**config.mk**
```make
export PLATFORM = sky130hd
export DESIGN_NAME = fe_erase_target
export DESIGN_NICKNAME = d
export VERILOG_FILES = /design/src/rtl/fe_pkg.sv /design/src/rtl/fe_sync_edge.sv /design/src/rtl/fe_erase_timer.sv /design/src/rtl/fe_status_tx.sv /design/src/rtl/fe_erase_target.sv
export SDC_FILE = /design/constraint.sdc
export NUM_CORES = 1
export LEC_CHECK = 0
export BUFFER_PORTS_ARGS = -buffer_cell sky130_fd_sc_hd__buf_2
export CAP_MARGIN = 40
export CELL_PAD_IN_SITES_DETAIL_PLACEMENT = 1
export CELL_PAD_IN_SITES_GLOBAL_PLACEMENT = 1
export CORE_UTILIZATION = 45
export CTS_CLUSTER_DIAMETER = 120
export DETAILED_ROUTE_END_ITERATION = 7
export PLACE_DENSITY_LB_ADDON = 0.1
export SLEW_MARGIN = 5
export SYNTH_ARGS = -nofsm -noshare
export SYNTH_HDL_FRONTEND = slang
export SYNTH_SLANG_ARGS = --single-unit
```
**constraint.sdc**
```tcl
create_clock -name clk -period 1.9 [get_ports clk]
set_input_delay 0.38 -clock clk [delete_from_list [all_inputs] [get_ports clk]]
set_output_delay 0.38 -clock clk [all_outputs]
set_load 0.01 [all_outputs]
```
**src/rtl/fe_pkg.sv**
```systemverilog
package fe_pkg;

    localparam int SEC_W   = 6;
    localparam int NSEC    = 1 << SEC_W;
    localparam int FADDR_W = 24;

    localparam logic [7:0] OP_WREN = 8'h06;
    localparam logic [7:0] OP_SE   = 8'hD8;
    localparam logic [7:0] OP_BE   = 8'hC7;
    localparam logic [7:0] OP_RDSR = 8'h05;

    typedef struct packed {
        logic [2:0]         bit_cnt;
        logic [2:0]         byte_cnt;
        logic [7:0]         sh;
        logic [7:0]         opcode;
        logic [FADDR_W-1:0] addr;
        logic               wel;
        logic               rd_mode;
        logic [SEC_W-1:0]   tgt_sec;
        logic               tgt_all;
    } ctl_t;

    function automatic logic sector_locked(input logic [2:0] bp, input logic [SEC_W-1:0] sec);
        logic [SEC_W:0] span;
        logic [SEC_W:0] first;
        if (bp == 3'd0) return 1'b0;
        span = (SEC_W+1)'(1) << (bp - 3'd1);
        if (span > (SEC_W+1)'(NSEC)) span = (SEC_W+1)'(NSEC);
        first = (SEC_W+1)'(NSEC) - span;
        return {1'b0, sec} >= first;
    endfunction

endpackage

```
**src/rtl/fe_sync_edge.sv**
```systemverilog
module fe_sync_edge #(
    parameter int               WIDTH   = 3,
    parameter logic [WIDTH-1:0] RST_VAL = '0
) (
    input  logic             clk,
    input  logic             rst_n,
    input  logic [WIDTH-1:0] din,
    output logic [WIDTH-1:0] lvl,
    output logic [WIDTH-1:0] rise,
    output logic [WIDTH-1:0] fall
);
    for (genvar i = 0; i < WIDTH; i++) begin : g_line
        logic [2:0] st_d, st_q;
        always_comb st_d = {st_q[1:0], din[i]};
        always_ff @(posedge clk or negedge rst_n) begin
            if (!rst_n) st_q <= {3{RST_VAL[i]}};
            else        st_q <= st_d;
        end
        assign lvl[i]  = st_q[1];
        assign rise[i] = st_q[1] & ~st_q[2];
        assign fall[i] = ~st_q[1] & st_q[2];
    end
endmodule

```
**src/rtl/fe_erase_timer.sv**
```systemverilog
module fe_erase_timer #(
    parameter int CYCLES = 4096
) (
    input  logic clk,
    input  logic rst_n,
    input  logic start,
    output logic busy,
    output logic done
);
    localparam int CNT_W = $clog2(CYCLES + 1);
    logic [CNT_W-1:0] cnt_d, cnt_q;

    always_comb begin
        cnt_d = cnt_q;
        if (cnt_q != '0)  cnt_d = cnt_q - CNT_W'(1);
        else if (start)   cnt_d = CNT_W'(CYCLES);
    end

    always_ff @(posedge clk or negedge rst_n) begin
        if (!rst_n) cnt_q <= '0;
        else        cnt_q <= cnt_d;
    end

    assign busy = (cnt_q != '0);
    assign done = (cnt_q == CNT_W'(1));
endmodule

```
**src/rtl/fe_status_tx.sv**
```systemverilog
module fe_status_tx (
    input  logic       clk,
    input  logic       rst_n,
    input  logic       cs_s,
    input  logic       load,
    input  logic [7:0] status,
    input  logic       shift,
    output logic       so,
    output logic       oe
);
    typedef struct packed {
        logic [7:0] sh;
        logic       armed;
        logic       so;
        logic       oe;
    } tx_t;

    tx_t d, q;

    always_comb begin
        d = q;
        if (cs_s) begin
            d.armed = 1'b0;
            d.oe    = 1'b0;
        end else begin
            if (load) begin
                d.sh    = status;
                d.armed = 1'b1;
            end else if (shift && q.armed) begin
                d.so = q.sh[7];
                d.sh = {q.sh[6:0], 1'b0};
                d.oe = 1'b1;
            end
        end
    end

    always_ff @(posedge clk or negedge rst_n) begin
        if (!rst_n) q <= '0;
        else        q <= d;
    end

    assign so = q.so;
    assign oe = q.oe;
endmodule

```
**src/rtl/fe_erase_target.sv**
```systemverilog
module fe_erase_target
    import fe_pkg::*;
#(
    parameter int ERASE_CYCLES = 4096,
    parameter int SEC_LSB      = 16
) (
    input  logic             clk,
    input  logic             rst_n,
    input  logic             spi_cs_n,
    input  logic             spi_sck,
    input  logic             spi_si,
    output logic             spi_so,
    output logic             spi_so_oe,
    input  logic [2:0]       prot_level,
    output logic             erase_busy,
    output logic [SEC_W-1:0] erase_sector,
    output logic             erase_all,
    output logic             erase_done
);
    logic [2:0] lvl, rise, fall;
    logic       cs_s, si_s, sck_rise, sck_fall, cs_rise;
    logic       start, load_status, busy, wel_w;
    logic [7:0] new_byte, status;
    ctl_t       d, q;

    fe_sync_edge #(.WIDTH(3), .RST_VAL(3'b001)) u_sync (
        .clk(clk), .rst_n(rst_n), .din({spi_si, spi_sck, spi_cs_n}),
        .lvl(lvl), .rise(rise), .fall(fall)
    );

    assign cs_s     = lvl[0];
    assign si_s     = lvl[2];
    assign cs_rise  = rise[0];
    assign sck_rise = rise[1] & ~cs_s;
    assign sck_fall = fall[1] & ~cs_s;
    assign new_byte = {q.sh[6:0], si_s};

    always_comb begin
        d           = q;
        start       = 1'b0;
        load_status = 1'b0;
        if (cs_s) begin
            d.bit_cnt  = '0;
            d.byte_cnt = '0;
            d.rd_mode  = 1'b0;
        end else if (sck_rise) begin
            d.sh      = new_byte;
            d.bit_cnt = q.bit_cnt + 3'd1;
            if (q.bit_cnt == 3'd7) begin
                if (q.byte_cnt != 3'd7) d.byte_cnt = q.byte_cnt + 3'd1;
                if (q.byte_cnt == 3'd0) begin
                    d.opcode = new_byte;
                    if (new_byte == OP_RDSR) d.rd_mode = 1'b1;
                end else begin
                    d.addr = {q.addr[FADDR_W-9:0], new_byte};
                end
                load_status = q.rd_mode || (q.byte_cnt == 3'd0 && new_byte == OP_RDSR);
            end
        end
        if (cs_rise && q.bit_cnt == 3'd0 && !busy) begin
            unique case (q.opcode)
                OP_WREN: if (q.byte_cnt == 3'd1) d.wel = 1'b1;
                OP_SE: if (q.byte_cnt == 3'd4 && q.wel &&
                           !sector_locked(prot_level, q.addr[SEC_LSB +: SEC_W])) begin
                    start     = 1'b1;
                    d.tgt_sec = q.addr[SEC_LSB +: SEC_W];
                    d.tgt_all = 1'b0;
                end
                OP_BE: if (q.byte_cnt == 3'd1 && q.wel && prot_level == 3'd0) begin
                    start     = 1'b1;
                    d.tgt_sec = '0;
                    d.tgt_all = 1'b1;
                end
                default: ;
            endcase
            if (start) d.wel = 1'b0;
        end
    end

    always_ff @(posedge clk or negedge rst_n) begin
        if (!rst_n) q <= '0;
        else        q <= d;
    end

    fe_erase_timer #(.CYCLES(ERASE_CYCLES)) u_timer (
        .clk(clk), .rst_n(rst_n), .start(start), .busy(busy), .done(erase_done)
    );

    assign status = {3'b000, prot_level, q.wel, busy};

    fe_status_tx u_tx (
        .clk(clk), .rst_n(rst_n), .cs_s(cs_s), .load(load_status),
        .status(status), .shift(sck_fall), .so(spi_so), .oe(spi_so_oe)
    );

    assign wel_w        = q.wel;
    assign erase_busy   = busy;
    assign erase_sector = q.tgt_sec;
    assign erase_all    = q.tgt_all;
endmodule

```
==> key figures, run 1 <==
Outcome
  • Status: finished, violations left
  • Failing checks: setup timing

Worst setup path
  • CP Data Required Time: 2.14 ns
  • CP endpoint kind: flop
  • CP delay by family, top: adder cells
  • WP data arrival: 2.84 ns
  • CP Launch Type: input port
  • Worst R2R Start: u_timer.cnt_q[9]
  • Critical Path Fanout Max: 6
  • R2R setup slack: -0.32 ns
  • Cell Chain, Critical Path: buf_8, nor2_4, ha_4, or3_4, ha_4, xor2_1, ha_1, nand2_1, o211ai_1, a31o_2, buf_6, nor2_4, buf_6, a22o_1
  • Setup crit start: prot_level[1]
  • Setup Crit Path Kind: in2reg
  • Reg2Reg Depth: 9
  • Slowest CP cell: or3_4
  • Crit path buf inv count: 3
  • CP peak stage delay: 0.34 ns
  • Reg2reg end: erase_sector[1]

GRT
  • Largest net degree at the start of global routing: 35
  • Vias in the first global route: 2881
  • Antenna violations before repair: 0
  • First-pass GRT wire length: 14.50 mm
  • Remaining Overflow, GRT: 0
  • GRT Overall Usage: 0.2187

Min path
  • Hold Path Stages: 1
  • Hold Path Origin: spi_cs_n
  • Hold Path Sink: u_sync.g_line[0].st_q[0]
  • Hold Crit Class: in2reg

CTS
  • Clock Latency Late Sink: 0.36 ns
  • Reg clk slew, reported paths: 0.08 ns
  • CTS tree: yes
  • Num CTS Buffers: 9
  • CTS HTree Levels: 3
  • Clock root buffer: clkbuf_8
  • CTS max path bufs: 2
  • Clk sink count: 80

Power
  • Switch share: 0.2253
  • Worst VDD drop: 0.5106 mV
  • Psw: 0.8384 mW
  • Comb power frac: 0.082
  • Leakage power total: 2.306 nW
  • Reg power frac: 0.499
  • Clk network pwr share: 0.419
  • Ratio of total power to cell area: 777.7 nW/um^2
  • Internal power: 2.884 mW

Synthesis
  • Post-synth ARST share: 1.000
  • Synth Instances: 316
  • Mean Syn Cell Area: 11.82 um^2
  • Most used DFF post-synth: dfrtp_1
  • Synth Net Count: 341
  • Sequential-to-total area share from yosys stat: 0.5372
  • Synth Register Bits: 80
  • Synth warn: 0
  • Distinct cells, synth: 53
  • Synth Cell Area: 3734 um^2
  • Number of flops mapped to enable cells by yosys: 0

STA
  • RSZ-0062 raised after global routing: yes
  • Max-slew violations: 0
  • Clock Skew: 0.01459 ns
  • Fin worst setup slack: -0.7045 ns
  • Period utilization: 1.371
  • Max frequency: 0.3840 GHz
  • Post-layout min period: 2.604 ns
  • Rel. slew slack: 0.6997
  • Worst-margin pin slew: 0.4442 ns
  • # setup viols final: 13
  • Fin Setup TNS: -7.900 ns
  • Endpoints failing hold: 0

Finish
  • Final nets: 413
  • Share of cells above drive strength 1: 0.4020
  • Util after Layout: 0.6068
  • Post-route insts no fill: 495
  • Area delta synth->final: 28.18%
  • Cell area after layout: 4786 um^2
  • Antenna Diode Count: 0

Placement
  • DP HPWL: 5.551 mm
  • Placed cells: 468
  • Placed Area: 4277 um^2
  • Port bufs: 18
  • Routability cong.: 0.7680

Routing
  • DRC: 0
  • Total wire length: 8.511 mm
  • Routed len/inst: 17.19 um
  • Vias: 2689
  • Post-route ant nets: 0
  • Via-per-instance ratio: 5.432
  • Initial DRC Count: 88
  • First-pass detailed-route iteration total: 4

Die
  • Core Region: 7888 um^2
  • Die area: 8665 um^2
  • Die height: 93.09 um
  • Initial Util: 0.4734
  • I/O pin count: 19
  • Row cnt: 32
  • Die width: 93.09 um

Job
  • Max-cap viol count: 0
[synth_stat cells (all sizes together), types with 4 or more instances]
cell type | instances | area (um^2)
ha | 17 | 212.7
nand2 | 23 | 88.84
xor2 | 4 | 35.03
buf | 12 | 81.32
nand3 | 4 | 20.02
nand2b | 5 | 31.28
nor2 | 22 | 82.58
a21oi | 4 | 20.02
dfrtp | 77 | 1927
mux2i | 5 | 50.05
or3 | 6 | 37.54
inv | 12 | 45.04
xnor2 | 6 | 52.55
clkbuf | 5 | 18.77
a21o | 7 | 52.55
o21ai | 11 | 55.05
a22o | 9 | 78.83
nor4 | 4 | 40.04
nor3 | 10 | 50.05
mux2 | 33 | 371.6
[power by group through the flow]
| stage | Clock, mW | Sequential, mW | Combinational, mW |
|---|---|---|---|
| global route | 1.66 | 1.87 | 0.337 |
| detailed placement | 0 | 1.89 | 0.285 |
| CTS | 1.60 | 1.86 | 0.300 |
| finish | 1.56 | 1.86 | 0.305 |
| global placement | 0 | 1.89 | 0.277 |
| floorplan | 0 | 1.86 | 0.176 |
[metal layers]
| metal | GRT usage | up-vias | part of all wire |
|---|---|---|---|
| li1 | - | 1261 | - |
| met1 | 0.2821 | 1378 | 0.45 |
| met2 | 0.3664 | 35 | 0.51 |
| met3 | 0.03496 | 15 | 0.020 |
| met4 | 0.08974 | 0 | 0.020 |
| met5 | 0 | - | 0 |
[sequential cells by signal, indices dropped and copies added (netlist names)]
signal,count
new_byte,7
q,33
u_sync.g_line.st_q,8
erase_all,1
erase_sector,6
wel_w,1
u_tx.oe,1
u_timer.cnt_q,13
u_tx.q,9
u_tx.so,1
[logic make-up (layout without fill, tap and decap cells)]
| logic type | Yosys count | in the layout | share of synthesized area |
|---|---|---|---|
| AND/OR/NAND/NOR | 94 | 94 | 0.1367 |
| AO/OA/AOI/OAI | 47 | 48 | 0.09116 |
| buffers and inverters | 29 | 105 | 0.03887 |
| multiplexers | 38 | 38 | 0.1129 |
| adder cells (fa/ha/maj) | 18 | 18 | 0.05965 |
| XOR/XNOR | 10 | 10 | 0.02346 |
| flip-flops | 80 | 80 | 0.5372 |
[timing repair]
item / 4_1_cts / 5_1_grt
gates resized for setup: 29 / 12
hold buffers: 1 / 0
buffers inserted: 5 / 6
setup endpoints to repair: 17 / 18
endpoints found under the hold margin: 28 / 0
pin swaps: 16 / 15
cloned: 1 / 0
[layout make-up]
| type | instances | area (um^2) |
|---|---|---|
| Fill cell | 812 | 3102 |
| Sequential cell | 80 | 2006 |
| Multi-Input combinational cell | 208 | 1743 |
| Timing Repair Buffer | 77 | 615.6 |
| Clock buffer | 13 | 158.9 |
| Tap cell | 102 | 127.6 |
| Clock inverter | 3 | 90.09 |
| Inverter | 12 | 45.04 |
[stage by stage]
step	setup slack, ns	total power [mW]	hold slack (ns)
global placement	-1.110	2.165	0.3338
CTS	-0.6948	3.754	0.1100
floorplan	-1.195	2.036	0.08441
global route	-0.7788	3.872	0.1107
finish	-0.7045	3.722	0.1298
detailed placement	-1.202	2.178	0.3411
[how the worst max path moves through the flow]
| stage | to | slack, ns | cells after the start |
|---|---|---|---|
| after global routing | erase_sector[1] | -0.78 | 14 |
| after CTS | u_timer.cnt_q[0] | -0.69 | 12 |
| final | erase_sector[1] | -0.70 | 14 |
| after detailed placement | erase_sector[1] | -1.20 | 13 |
| after floorplan | erase_sector[0] | -1.20 | 14 |
| after global placement | erase_sector[5] | -1.11 | 12 |
[layout by cell type (no fill, tap or decap), drive strengths merged, types with 4 or more instances in the layout]
cell type	n
inv	12
ha	17
mux2	33
mux2i	5
nor2	22
nand2	23
a21o	8
buf	76
nand3	4
dfrtp	77
xnor2	6
nor4	4
o21ai	11
a21oi	4
xor2	4
nand2b	5
clkbuf	13
a22o	9
nor3	10
or3	6
Note: power is estimated with default switching activity, not from simulation.
==> run 2, diff against run 1 <==
--- a/config.mk
+++ b/config.mk
@@ -9,6 +9,7 @@
 export CAP_MARGIN = 40
 export CELL_PAD_IN_SITES_DETAIL_PLACEMENT = 1
 export CELL_PAD_IN_SITES_GLOBAL_PLACEMENT = 1
+export CORE_ASPECT_RATIO = 1.4
 export CORE_UTILIZATION = 45
 export CTS_CLUSTER_DIAMETER = 120
 export DETAILED_ROUTE_END_ITERATION = 7
==> run 2 against run 1 <==
The run still ends with setup timing left. Fmax down 0.41%. Register-to-register slack better by 0.10 ns. Final area about the same. Final cell count down 0.81%. Global-route usage down 0.12 points. Die area about the same. Core utilization down 0.070 points. Worst hold slack worse by 0.0073 ns. Clock power down 10%. Wire length up 9.8%. Critical endpoint is now u_timer.cnt_q[1]. Highest routed layer unchanged.
==> key figures, run 2 (same netlist as run 1, synthesis figures left out) <==
Outcome
  • Status: finished, violations left (unchanged)
  • Failing checks: setup timing (unchanged)

Finish
  • Sequential Area: 2006 um^2 (unchanged)
  • Post-route insts no fill: 491 (was 495)
  • Share of cells above drive strength 1: 0.4220 (was 0.4020)
  • Util after Layout: 0.6061 (was 0.6068)
  • Leading cell type in the layout, fill and taps excluded: dfrtp_1 (unchanged)
  • Filler Cells Inserted: 807 (was 812)
  • Most frequent cells in the layout: dfrtp_1 (77), buf_4 (50), mux2_2 (33), nor2_1 (19), nand2_1 (19) (was dfrtp_1 (77), buf_4 (49), mux2_2 (33), nand2_1 (21), nor2_1 (19))
  • Cell area after layout: 4783 um^2 (was 4786 um^2)
  • Final nets: 412 (was 413)
  • Reg with most FFs: q (unchanged)
  • Largest registers: q x33, u_timer.cnt_q x13, u_tx.q x9 (unchanged)
  • Antenna Diode Count: 0 (unchanged)
  • Multi-input gate area: 1787 um^2 (was 1743 um^2)
  • Max reg flops: 33 (unchanged)
  • Area delta synth->final: 28.12% (was 28.18%)

Die
  • Core Region: 7893 um^2 (was 7888 um^2)
  • Die area: 8670 um^2 (was 8665 um^2)
  • Initial Util: 0.4731 (was 0.4734)
  • Die width: 78.98 um (was 93.09 um)
  • Row cnt: 38 (was 32)
  • I/O pin count: 19 (unchanged)
  • Die height: 109.8 um (was 93.09 um)

Routing
  • Initial DRC Count: 83 (was 88)
  • Total wire length: 9.342 mm (was 8.511 mm)
  • DRC: 0 (unchanged)
  • Post-route ant nets: 0 (unchanged)
  • Routed len/inst: 19.03 um (was 17.19 um)
  • Via-per-instance ratio: 5.542 (was 5.432)
  • First-pass detailed-route iteration total: 4 (unchanged)
  • Vias: 2721 (was 2689)

STA
  • Fin Setup TNS: -7.830 ns (was -7.900 ns)
  • Period utilization: 1.376 (was 1.371)
  • Fin worst setup slack: -0.7153 ns (was -0.7045 ns)
  • Worst-margin pin slew: 0.4305 ns (was 0.4442 ns)
  • RSZ-0062 raised after global routing: yes (unchanged)
  • Endpoints failing hold: 0 (unchanged)
  • Max frequency: 0.3824 GHz (was 0.3840 GHz)
  • Post-layout min period: 2.615 ns (was 2.604 ns)
  • Max-slew violations: 0 (unchanged)
  • # setup viols final: 14 (was 13)
  • Rel. slew slack: 0.7090 (was 0.6997)
  • Clock Skew: 0.006398 ns (was 0.01459 ns)

Power
  • Leakage power total: 2.298 nW (was 2.306 nW)
  • Pwr Total: 3.591 mW (was 3.722 mW)
  • Ratio of total power to cell area: 750.6 nW/um^2 (was 777.7 nW/um^2)
  • Worst VDD drop: 0.4971 mV (was 0.5106 mV)

GRT
  • Vias in the first global route: 2760 (was 2881)
  • Largest net degree at the start of global routing: 61 (was 35)
  • First-pass GRT wire length: 13.95 mm (was 14.50 mm)
  • GRT Overall Usage: 0.2175 (was 0.2187)
  • Remaining Overflow, GRT: 0 (unchanged)
  • Antenna violations before repair: 0 (unchanged)

Placement
  • Placed Area: 4244 um^2 (was 4277 um^2)
  • DP HPWL: 5.681 mm (was 5.551 mm)
  • Port bufs: 18 (unchanged)
  • Placed cells: 462 (was 468)
  • Routability cong.: 0.7842 (was 0.7680)

CTS
  • CTS max path bufs: 2 (unchanged)
  • CTS HTree Levels: 3 (unchanged)
  • Num CTS Buffers: 9 (unchanged)
  • Clk sink count: 80 (unchanged)
  • Clock root buffer: clkbuf_8 (unchanged)
  • Clock Latency Late Sink: 0.35 ns (was 0.36 ns)
  • CTS tree: yes (unchanged)
  • Reg clk slew, reported paths: 0.08 ns (about the same)

Worst setup path
  • CP Launch Type: input port (unchanged)
  • CP endpoint kind: flop (unchanged)
  • CP Data Required Time: 2.12 ns (was 2.14 ns)
  • WP data arrival: 2.84 ns (about the same)
  • Setup Crit Path Kind: in2reg (unchanged)
  • Critical Path Fanout Max: 7 (was 6)

Min path
  • Hold Crit Class: in2reg (unchanged)

Job
  • Max-cap viol count: 0 (unchanged)
[run 2: cell types whose count changed in the layout (fill, tap and decap cells not counted), sizes merged]
| cell | delta |
|---|---|
| buf | -1 |
| clkbuf | -1 |
| bufinv | -1 |
| clkinv | +1 |
[run 2: timing repair]
action                                  CTS  global route
gates cloned                              1             0
hold buffers                              1             0
endpoints found under the hold margin    20             0
setup buffers                             6             9
resized for setup                        30            21
endpoints found under the setup margin   17            17
pin swaps                                21            18
[run 2: through the flow]
step / hold slack (ns) / worst slack, ns
2_1_floorplan: 0.08441 / -1.195
3_3_place_gp: 0.2773 / -1.092
3_5_place_dp: 0.2872 / -1.168
4_1_cts: 0.09474 / -0.6896
5_1_grt: 0.09889 / -0.7892
6_report: 0.1225 / -0.7153
[run 2: path summary, 6_finish.rpt]
| kind | start | end | slack, ns | cells after the start |
|---|---|---|---|---|
| max | prot_level[0] | u_timer.cnt_q[1] | -0.72 | 15 |
| min | spi_cs_n | u_sync.g_line[0].st_q[0] | 0.12 | 1 |
| max reg2reg | u_timer.cnt_q[10] | erase_sector[3] | -0.22 | 8 |
| min reg2reg | u_sync.g_line[1].st_q[0] | u_sync.g_line[1].st_q[1] | 0.35 | 0 |
| max in group asynchronous | rst_n | u_sync.g_line[0].st_q[1] | 0.79 | 3 |
| min in group asynchronous | rst_n | erase_sector[2] | 0.45 | 2 |
[run 2: critical path, cell delays in order]
cell and delay (ns):
buf_8 0.10, nor2_4 0.10, ha_4 0.20, buf_4 0.13
buf_4 0.16, o21a_1 0.19, o21ai_1 0.16, a32o_2 0.17
ha_4 0.20, a22oi_2 0.14, o211ai_1 0.11, a31o_2 0.29
buf_6 0.13, a21boi_1 0.22, o22ai_1 0.13
[run 2: routing by layer]
layer / global-route usage / vias to the layer above / wire length, um
li1: - / 1266 / -
met4: 0.09351 / 0 / 263
met3: 0.04896 / 19 / 261
met1: 0.2495 / 1384 / 3717
met5: 0 / - / 0
met2: 0.3861 / 52 / 5099
[run 2: cell type report]
class / count / area share
Sequential cell: 80 / 0.4193
Inverter: 12 / 0.009417
Clock inverter: 3 / 0.01360
Timing Repair Buffer: 76 / 0.1256
Multi-Input combinational cell: 208 / 0.3735
Clock buffer: 12 / 0.03244
Tap cell: 100 / 0.02616
[run 2: power by group]
| part | leakage [nW] | internal [mW] | total [mW] | switching (mW) |
|---|---|---|---|---|
| combinational | 1.14 | 0.170 | 0.335 | 0.165 |
| sequential | 1.04 | 1.78 | 1.86 | 0.0795 |
| clock | 0.112 | 0.803 | 1.40 | 0.596 |
==> run 3, diff against run 2 <==
--- a/config.mk
+++ b/config.mk
@@ -10,7 +10,7 @@
 export CELL_PAD_IN_SITES_DETAIL_PLACEMENT = 1
 export CELL_PAD_IN_SITES_GLOBAL_PLACEMENT = 1
 export CORE_ASPECT_RATIO = 1.4
-export CORE_UTILIZATION = 45
+export CORE_UTILIZATION = 49
 export CTS_CLUSTER_DIAMETER = 120
 export DETAILED_ROUTE_END_ITERATION = 7
 export PLACE_DENSITY_LB_ADDON = 0.1
==> constraint.sdc (replaced) <==
create_clock -name clk -period 2.5 [get_ports clk]
set_input_delay 0.5 -clock clk [delete_from_list [all_inputs] [get_ports clk]]
set_output_delay 0.5 -clock clk [all_outputs]
set_load 0.01 [all_outputs]
==> run 3 against run 2 <==
The run still ends with setup timing left. First-iteration DRC count fell by 23%. Sequential share of layout area grew 3.4 points. Final area fell by 7.4%. Worst hold slack worse by 0.034 ns. Sequential power down 24%. Flip-flop and latch count is the same. Clock power decreased by 33%. Setup slack better by 0.51 ns. Register-to-register slack improved by 0.46 ns. Critical path type unchanged. Global-route usage grew 0.42 points. Combinational power decreased by 30%.
==> key figures, run 3 (same netlist as run 1, synthesis figures left out) <==
Finish
  • Largest registers: q x33, u_timer.cnt_q x13, u_tx.q x9 (unchanged)
  • Reg with most FFs: q (unchanged)
  • Antenna Diode Count: 0 (unchanged)
  • Share of cells above drive strength 1: 0.3472 (was 0.4220)
  • Leading cell type in the layout, fill and taps excluded: dfrtp_1 (unchanged)
  • Cell area after layout: 4428 um^2 (was 4783 um^2)
  • Multi-input gate area: 1739 um^2 (was 1787 um^2)
  • Post-route insts no fill: 457 (was 491)
  • Area delta synth->final: 18.60% (was 28.12%)
  • Filler Cells Inserted: 775 (was 807)
  • Most frequent cells in the layout: dfrtp_1 (76), mux2_2 (33), buf_4 (24), nand2_1 (21), nor2_1 (20) (was dfrtp_1 (77), buf_4 (50), mux2_2 (33), nor2_1 (19), nand2_1 (19))
  • Max reg flops: 33 (unchanged)
  • Final nets: 380 (was 412)
  • Sequential Area: 2007 um^2 (was 2006 um^2)

CTS
  • Clock Latency Late Sink: 0.36 ns (was 0.35 ns)
  • CTS tree: yes (unchanged)
  • CTS HTree Levels: 3 (unchanged)
  • CTS max path bufs: 2 (unchanged)
  • Reg clk slew, reported paths: 0.08 ns (about the same)
  • Num CTS Buffers: 9 (unchanged)
  • Clock root buffer: clkbuf_8 (unchanged)
  • Clk sink count: 80 (unchanged)

GRT
  • Largest net degree at the start of global routing: 45 (was 61)
  • Vias in the first global route: 2693 (was 2760)
  • Antenna violations before repair: 0 (unchanged)
  • First-pass GRT wire length: 12.97 mm (was 13.95 mm)
  • Remaining Overflow, GRT: 0 (unchanged)
  • GRT Overall Usage: 0.2217 (was 0.2175)

Worst setup path
  • Setup Crit Path Kind: in2reg (unchanged)
  • Cell mode on critical path: ha_4
  • CP Data Required Time: 2.75 ns (was 2.12 ns)
  • WP data arrival: 2.96 ns (was 2.84 ns)
  • Crit path buf inv count: 1 (was 4)
  • CP delay by family, top: compound AO/OA/AOI/OAI gates (unchanged)
  • Cell Chain, Critical Path: buf_8, nor2_4, ha_4, or3_4, ha_4, nand2b_4, a32o_2, ha_4, a22oi_2, o211ai_1, a31o_2, a21o_4, a22o_1 (was buf_8, nor2_4, ha_4, buf_4, buf_4, o21a_1, o21ai_1, a32o_2, ha_4, a22oi_2, o211ai_1, a31o_2, buf_6, a21boi_1, o22ai_1)
  • CP endpoint kind: flop (unchanged)
  • CP peak stage delay: 0.34 ns (was 0.29 ns)
  • CP Launch Type: input port (unchanged)
  • Slowest CP cell: or3_4 (was a31o_2)
  • Critical Path Fanout Max: 5 (was 7)

Min path
  • Hold Crit Class: in2async (was in2reg)

Die
  • Die width: 75.78 um (was 78.98 um)
  • Die area: 7978 um^2 (was 8670 um^2)
  • I/O pin count: 19 (unchanged)
  • Die height: 105.3 um (was 109.8 um)
  • Core Region: 7361 um^2 (was 7893 um^2)
  • Row cnt: 37 (was 38)
  • Initial Util: 0.5072 (was 0.4731)

Job
  • Max-cap viol count: 0 (unchanged)

Routing
  • Initial DRC Count: 64 (was 83)
  • Vias: 2530 (was 2721)
  • Routed len/inst: 17.24 um (was 19.03 um)
  • Via-per-instance ratio: 5.536 (was 5.542)
  • DRC: 0 (unchanged)
  • First-pass detailed-route iteration total: 5 (was 4)
  • Post-route ant nets: 0 (unchanged)
  • Total wire length: 7.880 mm (was 9.342 mm)

STA
  • RSZ-0062 raised after global routing: yes (unchanged)
  • Endpoints failing hold: 0 (unchanged)
  • Max-slew violations: 0 (unchanged)
  • Post-layout min period: 2.703 ns
  • Max frequency: 0.3699 GHz
  • # setup viols final: 11 (was 14)
  • Fin Setup TNS: -1.917 ns (was -7.830 ns)
  • Clock Skew: 0.01237 ns (was 0.006398 ns)
  • Worst-margin pin slew: 0.5502 ns (was 0.4305 ns)
  • Fin worst setup slack: -0.2035 ns (was -0.7153 ns)
  • Rel. slew slack: 0.6324 (was 0.7090)
  • Period utilization: 1.081

Power
  • Worst VDD drop: 0.4657 mV (was 0.4971 mV)
  • Ratio of total power to cell area: 583.6 nW/um^2 (was 750.6 nW/um^2)
  • Leakage power total: 2.099 nW (was 2.298 nW)

Outcome
  • Failing checks: setup timing (unchanged)
  • Status: finished, violations left (unchanged)

Placement
  • Placement Setup Slack: -0.7180 ns (was -1.168 ns)
  • Placed cells: 437 (was 462)
  • DP HPWL: 5.512 mm (was 5.681 mm)
  • Routability cong.: 0.7296 (was 0.7842)
  • Placed Area: 4055 um^2 (was 4244 um^2)
  • Port bufs: 18 (unchanged)
==> run 3: changes by cell type in the layout (fill, tap and decap cells not counted), sizes merged <==
| cell | previous run | this run |
|---|---|---|
| buf | 75 | 44 |
| bufinv | 2 | 1 |
| clkbuf | 12 | 13 |
| clkinvlp | 0 | 1 |
| dlygate4sd3 | 1 | 0 |
==> run 3: per-layer routing <==
metal,vias to the layer above,share of wire,track usage
met2,35,0.52,0.3704
met1,1285,0.44,0.2655
met4,0,0.015,0.08201
met3,10,0.022,0.06119
li1,1200,-,-
met5,-,0,0
==> run 3: worst paths after layout <==
path,startpoint,to,slack [ns],cells after the start
max in group asynchronous,rst_n,u_timer.cnt_q[4],1.77,2
worst max register to register,u_timer.cnt_q[4],erase_sector[3],0.24,8
worst max-delay path,prot_level[0],erase_sector[3],-0.20,13
min in group clk,spi_cs_n,u_sync.g_line[0].st_q[0],0.24,1
worst min-delay path,rst_n,erase_sector[4],0.09,1
worst min register to register,u_sync.g_line[2].st_q[0],u_sync.g_line[2].st_q[1],0.35,0
==> run 3: final cells by class <==
cell class,instances,share of cell area
Clock buffer,13,0.03363
Timing Repair Buffer,44,0.07318
Tap cell,97,0.02741
Sequential cell,80,0.4532
Clock inverter,3,0.009607
Inverter,12,0.01017
Multi-Input combinational cell,208,0.3928
==> run 3: stage by stage <==
step	utilization	hold slack [ns]	power (mW)
floorplan	-	0.2044	1.546
global placement	0.5509	0.3324	1.635
global route	0.6016	0.1017	2.703
CTS	0.5893	0.08835	2.604
finish	0.6016	0.08834	2.584
detailed placement	0.5509	0.3364	1.650
==> run 3: timing repair <==
| item | in CTS | in global routing |
|---|---|---|
| pin swaps | 14 | 11 |
| endpoints found under the setup margin | 12 | 12 |
| hold buffers | 0 | 0 |
| cloned | 1 | 0 |
| buffers inserted | 2 | 2 |
| gates resized for setup | 18 | 17 |
==> run 3: report_power, final <==
group / total (mW) / internal, mW / switching [mW] / leakage (nW)
Clock: 0.936 / 0.488 / 0.447 / 0.0936
Sequential: 1.41 / 1.35 / 0.0641 / 1.04
Combinational: 0.234 / 0.120 / 0.114 / 0.966
